[src/rtl/i2c_eeprom_pkg.sv]
package i2c_eeprom_pkg;
  typedef enum logic [2:0] {
    S_IDLE, S_DEV, S_WADR, S_WDAT, S_ACK, S_RDAT, S_RACK, S_HOLD
  } slv_state_t;

  localparam logic [3:0] PRE_MEM  = 4'b1010;
  localparam logic [3:0] PRE_LOCK = 4'b0110;
endpackage

[src/rtl/i2c_line_watch.sv]
module i2c_line_watch (
  input  logic clk,
  input  logic rst_n,
  input  logic scl_i,
  input  logic sda_i,
  output logic scl_rise_o,
  output logic scl_fall_o,
  output logic sda_o,
  output logic start_o,
  output logic stop_o
);
  logic [1:0] scl_sy, sda_sy;
  logic       scl_p, sda_p;

  always_ff @(posedge clk or negedge rst_n) begin
    if (!rst_n) begin
      scl_sy <= 2'b11;
      sda_sy <= 2'b11;
      scl_p  <= 1'b1;
      sda_p  <= 1'b1;
    end else begin
      scl_sy <= {scl_sy[0], scl_i};
      sda_sy <= {sda_sy[0], sda_i};
      scl_p  <= scl_sy[1];
      sda_p  <= sda_sy[1];
    end
  end

  assign sda_o      = sda_sy[1];
  assign scl_rise_o = scl_sy[1] & ~scl_p;
  assign scl_fall_o = ~scl_sy[1] & scl_p;
  // data edges qualify only when the clock was high on both samples
  assign start_o    = scl_sy[1] & scl_p & sda_p & ~sda_sy[1];
  assign stop_o     = scl_sy[1] & scl_p & ~sda_p & sda_sy[1];
endmodule

[src/rtl/i2c_wr_timer.sv]
module i2c_wr_timer #(
  parameter int BUSY_CYCLES = 64
) (
  input  logic clk,
  input  logic rst_n,
  input  logic start_i,
  output logic busy_o
);
  localparam int TW = $clog2(BUSY_CYCLES + 1);
  logic [TW-1:0] cnt_q, cnt_d;

  always_comb begin
    cnt_d = cnt_q;
    if (start_i)            cnt_d = TW'(BUSY_CYCLES);
    else if (cnt_q != '0)   cnt_d = cnt_q - 1'b1;
  end

  always_ff @(posedge clk or negedge rst_n) begin
    if (!rst_n) cnt_q <= '0;
    else        cnt_q <= cnt_d;
  end

  assign busy_o = (cnt_q != '0);
endmodule

[src/rtl/eeprom_page_store.sv]
module eeprom_page_store #(
  parameter int MEM_AW = 8,
  parameter int PAGE   = 16
) (
  input  logic              clk,
  input  logic              rst_n,
  input  logic              stage_we_i,
  input  logic [MEM_AW-1:0] stage_addr_i,
  input  logic [7:0]        stage_data_i,
  input  logic              clr_i,
  input  logic              commit_i,
  input  logic              busy_i,
  input  logic [MEM_AW-1:0] raddr_i,
  output logic [7:0]        rdata_o
);
  localparam int DEPTH = 1 << MEM_AW;
  localparam int NW    = $clog2(PAGE + 1);
  localparam int IW    = $clog2(PAGE);

  logic [7:0]        mem   [DEPTH];
  logic [MEM_AW-1:0] buf_a [PAGE];
  logic [7:0]        buf_d [PAGE];
  logic [NW-1:0]     n_q, n_d;
  logic [IW-1:0]     ci_q, ci_d;
  logic              cm_q, cm_d;
  logic              take;

  assign take = stage_we_i && (n_q < NW'(PAGE));

  always_comb begin
    n_d  = n_q;
    ci_d = ci_q;
    cm_d = cm_q;
    if (cm_q) begin
      ci_d = ci_q + 1'b1;
      if (NW'(ci_q) + 1'b1 == n_q) begin
        cm_d = 1'b0;
        n_d  = '0;
      end
    end else if (commit_i) begin
      cm_d = (n_q != '0);
      ci_d = '0;
    end else if (clr_i) begin
      n_d = '0;
    end else if (take) begin
      n_d = n_q + 1'b1;
    end
  end

  always_ff @(posedge clk or negedge rst_n) begin
    if (!rst_n) begin
      n_q  <= '0;
      ci_q <= '0;
      cm_q <= 1'b0;
    end else begin
      n_q  <= n_d;
      ci_q <= ci_d;
      cm_q <= cm_d;
    end
  end

  always_ff @(posedge clk) begin
    if (take && !cm_q && !clr_i && !commit_i) begin
      buf_a[n_q[IW-1:0]] <= stage_addr_i;
      buf_d[n_q[IW-1:0]] <= stage_data_i;
    end
    if (cm_q) mem[buf_a[ci_q]] <= buf_d[ci_q];
  end

  assign rdata_o = mem[raddr_i];

  // the array copy runs entirely inside the busy window
  p_commit_in_busy_r8: assert property (@(posedge clk) disable iff (!rst_n)
    cm_q |-> busy_i);
  // staging never holds more than one page
  p_page_cap_r10: assert property (@(posedge clk) disable iff (!rst_n)
    n_q <= NW'(PAGE));
endmodule

[src/rtl/i2c_eeprom_slave.sv]
module i2c_eeprom_slave
  import i2c_eeprom_pkg::*;
#(
  parameter int MEM_AW      = 8,
  parameter int PAGE        = 16,
  parameter int BUSY_CYCLES = 64
) (
  input  logic       clk,
  input  logic       rst_n,
  input  logic       scl_i,
  input  logic       sda_i,
  input  logic [2:0] strap_i,
  output logic       sda_low_n_o
);
  logic [1:0] rs_q;
  logic       rst_s;
  logic       scl_rise, scl_fall, sda_bit, bstart, bstop;
  logic       busy, stage_we, buf_clr, commit;
  logic [7:0] rdata;

  slv_state_t        st_q, st_d, nx_q, nx_d;
  logic [3:0]        cnt_q, cnt_d;
  logic [7:0]        sh_q, sh_d;
  logic [MEM_AW-1:0] ptr_q, ptr_d;
  logic              drv_q, drv_d, pend_q, pend_d, lkp_q, lkp_d;
  logic              lock_q, lock_d, rack_q, rack_d;

  always_ff @(posedge clk or negedge rst_n) begin
    if (!rst_n) rs_q <= 2'b00;
    else        rs_q <= {rs_q[0], 1'b1};
  end
  assign rst_s = rs_q[1];

  i2c_line_watch u_line (
    .clk(clk), .rst_n(rst_s), .scl_i(scl_i), .sda_i(sda_i),
    .scl_rise_o(scl_rise), .scl_fall_o(scl_fall), .sda_o(sda_bit),
    .start_o(bstart), .stop_o(bstop)
  );

  i2c_wr_timer #(.BUSY_CYCLES(BUSY_CYCLES)) u_timer (
    .clk(clk), .rst_n(rst_s), .start_i(commit), .busy_o(busy)
  );

  eeprom_page_store #(.MEM_AW(MEM_AW), .PAGE(PAGE)) u_store (
    .clk(clk), .rst_n(rst_s), .stage_we_i(stage_we), .stage_addr_i(ptr_q),
    .stage_data_i(sh_q), .clr_i(buf_clr), .commit_i(commit), .busy_i(busy),
    .raddr_i(ptr_q), .rdata_o(rdata)
  );

  always_comb begin
    st_d = st_q;  nx_d = nx_q;  cnt_d = cnt_q;  sh_d = sh_q;
    ptr_d = ptr_q;  drv_d = drv_q;  pend_d = pend_q;  lkp_d = lkp_q;
    lock_d = lock_q;  rack_d = rack_q;
    stage_we = 1'b0;  buf_clr = 1'b0;  commit = 1'b0;
    if (bstart) begin
      st_d = S_DEV;  cnt_d = '0;  drv_d = 1'b0;
      pend_d = 1'b0;  lkp_d = 1'b0;  buf_clr = 1'b1;
    end else if (bstop) begin
      st_d = S_IDLE;  drv_d = 1'b0;
      commit = pend_q | lkp_q;
      if (lkp_q) lock_d = 1'b1;
      pend_d = 1'b0;  lkp_d = 1'b0;
    end else begin
      unique case (st_q)
        S_DEV, S_WADR, S_WDAT: begin
          if (scl_rise && cnt_q != 4'd8) begin
            sh_d  = {sh_q[6:0], sda_bit};
            cnt_d = cnt_q + 1'b1;
          end else if (scl_fall && cnt_q == 4'd8) begin
            cnt_d = '0;
            st_d  = S_ACK;
            drv_d = 1'b1;
            if (st_q == S_DEV) begin
              if (sh_q[3:1] != strap_i || busy) begin
                st_d = S_IDLE;  drv_d = 1'b0;
              end else if (sh_q[7:4] == PRE_MEM) begin
                nx_d = sh_q[0] ? S_RDAT : S_WADR;
              end else if (sh_q[7:4] == PRE_LOCK && !sh_q[0]) begin
                nx_d = S_HOLD;  lkp_d = 1'b1;
              end else begin
                st_d = S_IDLE;  drv_d = 1'b0;
              end
            end else if (st_q == S_WADR) begin
              ptr_d = sh_q[MEM_AW-1:0];
              nx_d  = S_WDAT;
            end else begin
              stage_we = !(lock_q && ptr_q[MEM_AW-1]);
              pend_d   = 1'b1;
              ptr_d    = ptr_q + 1'b1;
              nx_d     = S_WDAT;
            end
          end
        end
        S_ACK: if (scl_fall) begin
          st_d = nx_q;  cnt_d = '0;  drv_d = 1'b0;
          if (nx_q == S_RDAT) begin
            sh_d = rdata;  drv_d = ~rdata[7];  cnt_d = 4'd1;
          end
        end
        S_RDAT: if (scl_fall) begin
          if (cnt_q != 4'd8) begin
            sh_d  = {sh_q[6:0], 1'b0};
            drv_d = ~sh_q[6];
            cnt_d = cnt_q + 1'b1;
          end else begin
            drv_d = 1'b0;  ptr_d = ptr_q + 1'b1;  st_d = S_RACK;
          end
        end
        S_RACK: begin
          if (scl_rise) rack_d = ~sda_bit;
          if (scl_fall) begin
            if (rack_q) begin
              st_d = S_RDAT;  sh_d = rdata;  drv_d = ~rdata[7];  cnt_d = 4'd1;
            end else begin
              st_d = S_HOLD;
            end
          end
        end
        default: ;
      endcase
    end
  end

  always_ff @(posedge clk or negedge rst_s) begin
    if (!rst_s) begin
      st_q <= S_IDLE;  nx_q <= S_IDLE;  cnt_q <= '0;  sh_q <= '0;
      ptr_q <= '0;  drv_q <= 1'b0;  pend_q <= 1'b0;  lkp_q <= 1'b0;
      lock_q <= 1'b0;  rack_q <= 1'b0;
    end else begin
      st_q <= st_d;  nx_q <= nx_d;  cnt_q <= cnt_d;  sh_q <= sh_d;
      ptr_q <= ptr_d;  drv_q <= drv_d;  pend_q <= pend_d;  lkp_q <= lkp_d;
      lock_q <= lock_d;  rack_q <= rack_d;
    end
  end

  assign sda_low_n_o = ~drv_q;

  // an idle slave leaves the line alone
  p_idle_released_r1: assert property (@(posedge clk) disable iff (!rst_s)
    (st_q == S_IDLE) |-> !drv_q);
  // the master owns the line while its acknowledge is sampled
  p_rack_released_r7: assert property (@(posedge clk) disable iff (!rst_s)
    (st_q == S_RACK) |-> !drv_q);
  // a selector ending during the busy window is refused
  p_busy_nack_r8: assert property (@(posedge clk) disable iff (!rst_s)
    (st_q == S_DEV && cnt_q == 4'd8 && scl_fall && busy) |=> !drv_q);
  // the lock flag never clears once set
  p_lock_sticky_r9: assert property (@(posedge clk) disable iff (!rst_s)
    lock_q |=> lock_q);
  // a start always restarts selector reception
  p_start_restarts_r11: assert property (@(posedge clk) disable iff (!rst_s)
    bstart |=> (st_q == S_DEV && cnt_q == 4'd0 && !drv_q));
endmodule

[config.mk]
export PLATFORM = sky130hd
export DESIGN_NAME = i2c_eeprom_slave
export DESIGN_NICKNAME = d
export VERILOG_FILES = /design/src/rtl/i2c_eeprom_pkg.sv /design/src/rtl/i2c_line_watch.sv /design/src/rtl/i2c_wr_timer.sv /design/src/rtl/eeprom_page_store.sv /design/src/rtl/i2c_eeprom_slave.sv
export SDC_FILE = /design/constraint.sdc
export NUM_CORES = 2
export LEC_CHECK = 0
export BUFFER_PORTS_ARGS = -buffer_cell sky130_fd_sc_hd__buf_4
export CAP_MARGIN = 20
export CORE_MARGIN = 10
export CORE_UTILIZATION = 46
export CTS_CLUSTER_DIAMETER = 50
export CTS_CLUSTER_SIZE = 30
export DETAILED_ROUTE_END_ITERATION = 7
export PLACE_DENSITY_LB_ADDON = 0.15
export SETUP_SLACK_MARGIN = 0.2
export SLEW_MARGIN = 25
export SYNTH_ARGS = -nofsm -noshare
export SYNTH_HDL_FRONTEND = slang
export SYNTH_SLANG_ARGS = --single-unit
[constraint.sdc]
create_clock -name clk -period 3.54 [get_ports clk]
set_clock_uncertainty 0.2 [all_clocks]
set_input_delay 0.708 -clock clk [delete_from_list [all_inputs] [get_ports clk]]
set_output_delay 0.708 -clock clk [all_outputs]
set_load 0.03 [all_outputs]
==> impl_metrics.ini <==
[power]
powerDensity_nw_per_um2 = 495.9
clkPwrFrac_pct = 43.8
pwr-share-comb_pct = 0.9
switchingPower_mw = 11.92
seqPwrFrac_pct = 55.3
switching_share_pct = 21.58
vdd_drop_max_mv = 0.6042
total_leakage_power_nw = 34.98
internal_power_mw = 43.33

[run_status]
violations = negative setup slack
status = finished with violations

[die]
initial_core_util_pct = 46.18
die-area_um2 = 218800
die_w_um = 467.7
ios = 8
fp-row-count = 164
fp.dieH_um = 467.7
core_area_um2 = 199700

[final_layout]
mostFrequentLayoutCell = edfxtp_1
layout_common_cells = edfxtp_1, mux4_2, buf_4
nNetsFinal = 5014
fill_cells = 14920
layout-drive-gt1-share_pct = 39.66
final_cells = 7837
area_growth_pct = 20.81

[setup_path]
criticalPathCategory = flip-flop to flip-flop
reg2reg_depth = 12
critPathMostFrequentCell = buf_4
reg2reg_slack_ns = -0.03
r2r-end = sh_q[1]
worst_setup_path_end_kind = flip-flop
path_cells = buf_12, buf_16, bufbuf_16, buf_4, mux4_2, mux2i_1, o22ai_1, a211oi_1, nand2_1, a21oi_1, buf_4, o31ai_1
cp.required_ns = 4.06
crit_arrival_ns = 4.09
reg2reg_from = ptr_q[0]
start_kind = flip-flop
crit_buf_inv = 5
critPathMaxStageDelay_ns = 0.50
path_max_fanout = 7
crit_family = buffers and inverters
cpMaxStageDelayCell = mux4_2

[logic_synthesis]
synth_warnings = 0
yosysSeqAreaShare_pct = 76.56
synthesis.area_um2 = 92210
synthFlopType = edfxtp_1
ys_async_sr_fraction_pct = 2.373
syn_nets = 4239
synth_cell_types = 71
ys_ff_latch = 2360
postSynthCellCount = 4223
synth-edff-count = 2304
post_synth.cell_area_avg_um2 = 21.83

[cts]
clk_latency_ns = 0.88
cts_tree = done
clock_sinks = 2360
cts_buffers = 209
path_clk_slew_ns = 0.07
cts.path.max_buffers = 3
cts_max_level = 4
clockRootBuffer = clkbuf_16

[placed_design]
dp_hpwl_um = 155300
place_congestion = 0.8332
post-place-cells = 7358
port_buffers = 7

[worst_hold_path]
whs_path_depth = 0
min_to = u_line.sda_sy[1]
hold_class = flip-flop to flip-flop
hold_start = u_line.sda_sy[0]

[detailed_routing]
drt-total-wl_um = 241900
dr.pass1.iters = 5
initialDrtViolationCount = 5395
drc_errors = 0
wire_per_inst_um = 30.87
vias = 46380
ant_nets = 0
viasPerCell = 5.918

[sta]
hold_viol_final = 0
slew_headroom_pct = 40.02
finalCriticalPeriod_ns = 3.570
final.period_utilization_pct = 100.8
holdWs_ns = 0.1598
max_freq_mhz = 280.1
fin_ws_ns = -0.03007
rsz0062_at_grt = true
setup_violations = 36
tightestPinTransition_ns = 0.8997
slew_violations = 0

[global_route]
grt_pass1_vias = 47050
grt_pass1_wl_um = 349300
grt_usage_pct = 22.10
antenna_found_initial = 3
grt_max_degree = 98
grt_overflow = 0

[run]
drv_cap = 0
area by class of cell:
| cell class | instances | area (µm²) | share of cell area [%] |
|---|---|---|---|
| clock inverter | 169 | 2037 | 1.829 |
| multi-input combinational | 1608 | 21390 | 19.20 |
| antenna | 2 | 5.005 | 0.004493 |
| tap | 2656 | 3323 | 2.983 |
| clock buffer | 223 | 5368 | 4.818 |
| timing repair buffer | 799 | 8573 | 7.696 |
| sequential | 2360 | 70620 | 63.40 |
| inverter | 20 | 76.32 | 0.06851 |
power groups by stage:
| stage | logic (mW) | clock network (mW) | registers [mW] |
|---|---|---|---|
| after floorplan | 0.131 | 0 | 31.2 |
| after global placement | 0.440 | 0 | 31.2 |
| after detailed placement | 0.450 | 0 | 31.2 |
| after CTS | 0.471 | 24.6 | 30.6 |
| after global routing | 0.515 | 25.7 | 30.6 |
| final | 0.479 | 24.2 | 30.6 |
worst max-delay path by stage:
stage,slack (ns),cells after the start,startpoint,end
floorplan,0.06,9,u_store.ci_q[1],u_store.mem[101][0]
global placement,-0.47,9,ptr_q[0],sh_q[2]
detailed placement,-0.51,10,ptr_q[0],sh_q[2]
CTS,-0.04,11,u_store.ci_q[0],u_store.mem[114][1]
global route,-0.07,11,u_store.ci_q[0],u_store.mem[66][0]
finish,-0.03,12,ptr_q[0],sh_q[1]
registers in the layout (all words and copies together), names as in the netlist, 2 cells and up:
signal and cells:
u_timer.cnt_q 7, sh_q 8, u_store.mem 2048, nx_q 3, u_store.n_q 5, u_store.ci_q 4
u_store.buf_d 128, ptr_q 8, u_line.scl_sy 2, cnt_q 4, rs_q 2, u_line.sda_sy 2
st_q 3, u_store.buf_a 128
per-layer routing:
metal	GRT usage (%)	wire length [µm]	part of all wire, %	up-vias
met5	0	0	0	-
li1	-	-	-	19320
met1	32.43	103400	43	24990
met4	6.324	6546	2.7	0
met3	3.942	16690	6.9	340
met2	34.23	115200	48	1733
cells in the mapped netlist, types with 9 or more instances:
master	count	area, µm²
nor2b_1	12	75.07
dfrtp_1	50	1251
a211oi_1	14	105.1
buf_2	98	490.5
o221ai_1	13	113.9
a21oi_1	57	285.3
nand3_1	29	145.1
mux4_2	651	14660
nand2b_1	13	81.33
nand2_1	109	409.1
clkbuf_1	68	255.2
mux2i_1	111	1111
a22oi_1	45	337.8
o22ai_1	16	100.1
nor2_1	306	1149
mux2_2	13	146.4
and2_1	24	150.1
inv_1	14	52.55
edfxtp_1	2304	69190
buf_4	29	217.7
nor3_1	13	65.06
ha_1	9	112.6
buf_1	19	71.32
a221oi_1	12	105.1
o21ai_0	49	245.2
buf_6	21	236.5
repair_timing:
action | CTS | global route
buffers inserted | 55 | 12
hold buffers | 4 | 0
endpoints found under the hold margin | 4 | 0
endpoints found under the setup margin | 2359 | 3763
cloned | 14 | 0
gates resized for setup | 317 | 120
pin swaps | 36 | 20
cell families (layout without fill, tap and decap cells):
logic type / after synthesis / after routing / share of synthesized area, %
compound gates: 255 / 255 / 1.831
xor+xnor: 10 / 10 / 0.09498
fa+ha+maj: 9 / 9 / 0.1221
buf+inv: 255 / 1211 / 1.460
flops: 2360 / 2360 / 76.56
mux: 775 / 775 / 17.26
other cells: 1 / 3 / 0.004067
simple gates: 558 / 558 / 2.662
per-stage QoR:
stage / setup WS (ns) / setup TNS (ns) / cell area (µm²) / power [mW] / utilization (%)
after floorplan: 0.05792 / 0 / 92340 / 31.34 / -
after CTS: -0.03524 / -2.617 / 110800 / 55.68 / 55.51
after detailed placement: -0.5111 / -235.68 / 101100 / 31.64 / 50.64
after global placement: -0.4716 / -170.20 / 101100 / 31.62 / 50.64
after global routing: -0.06801 / -14.52 / 111400 / 56.81 / 55.79
final: -0.03007 / -0.5204 / 111400 / 55.25 / 55.79
Power figures use the tool's default switching activity.
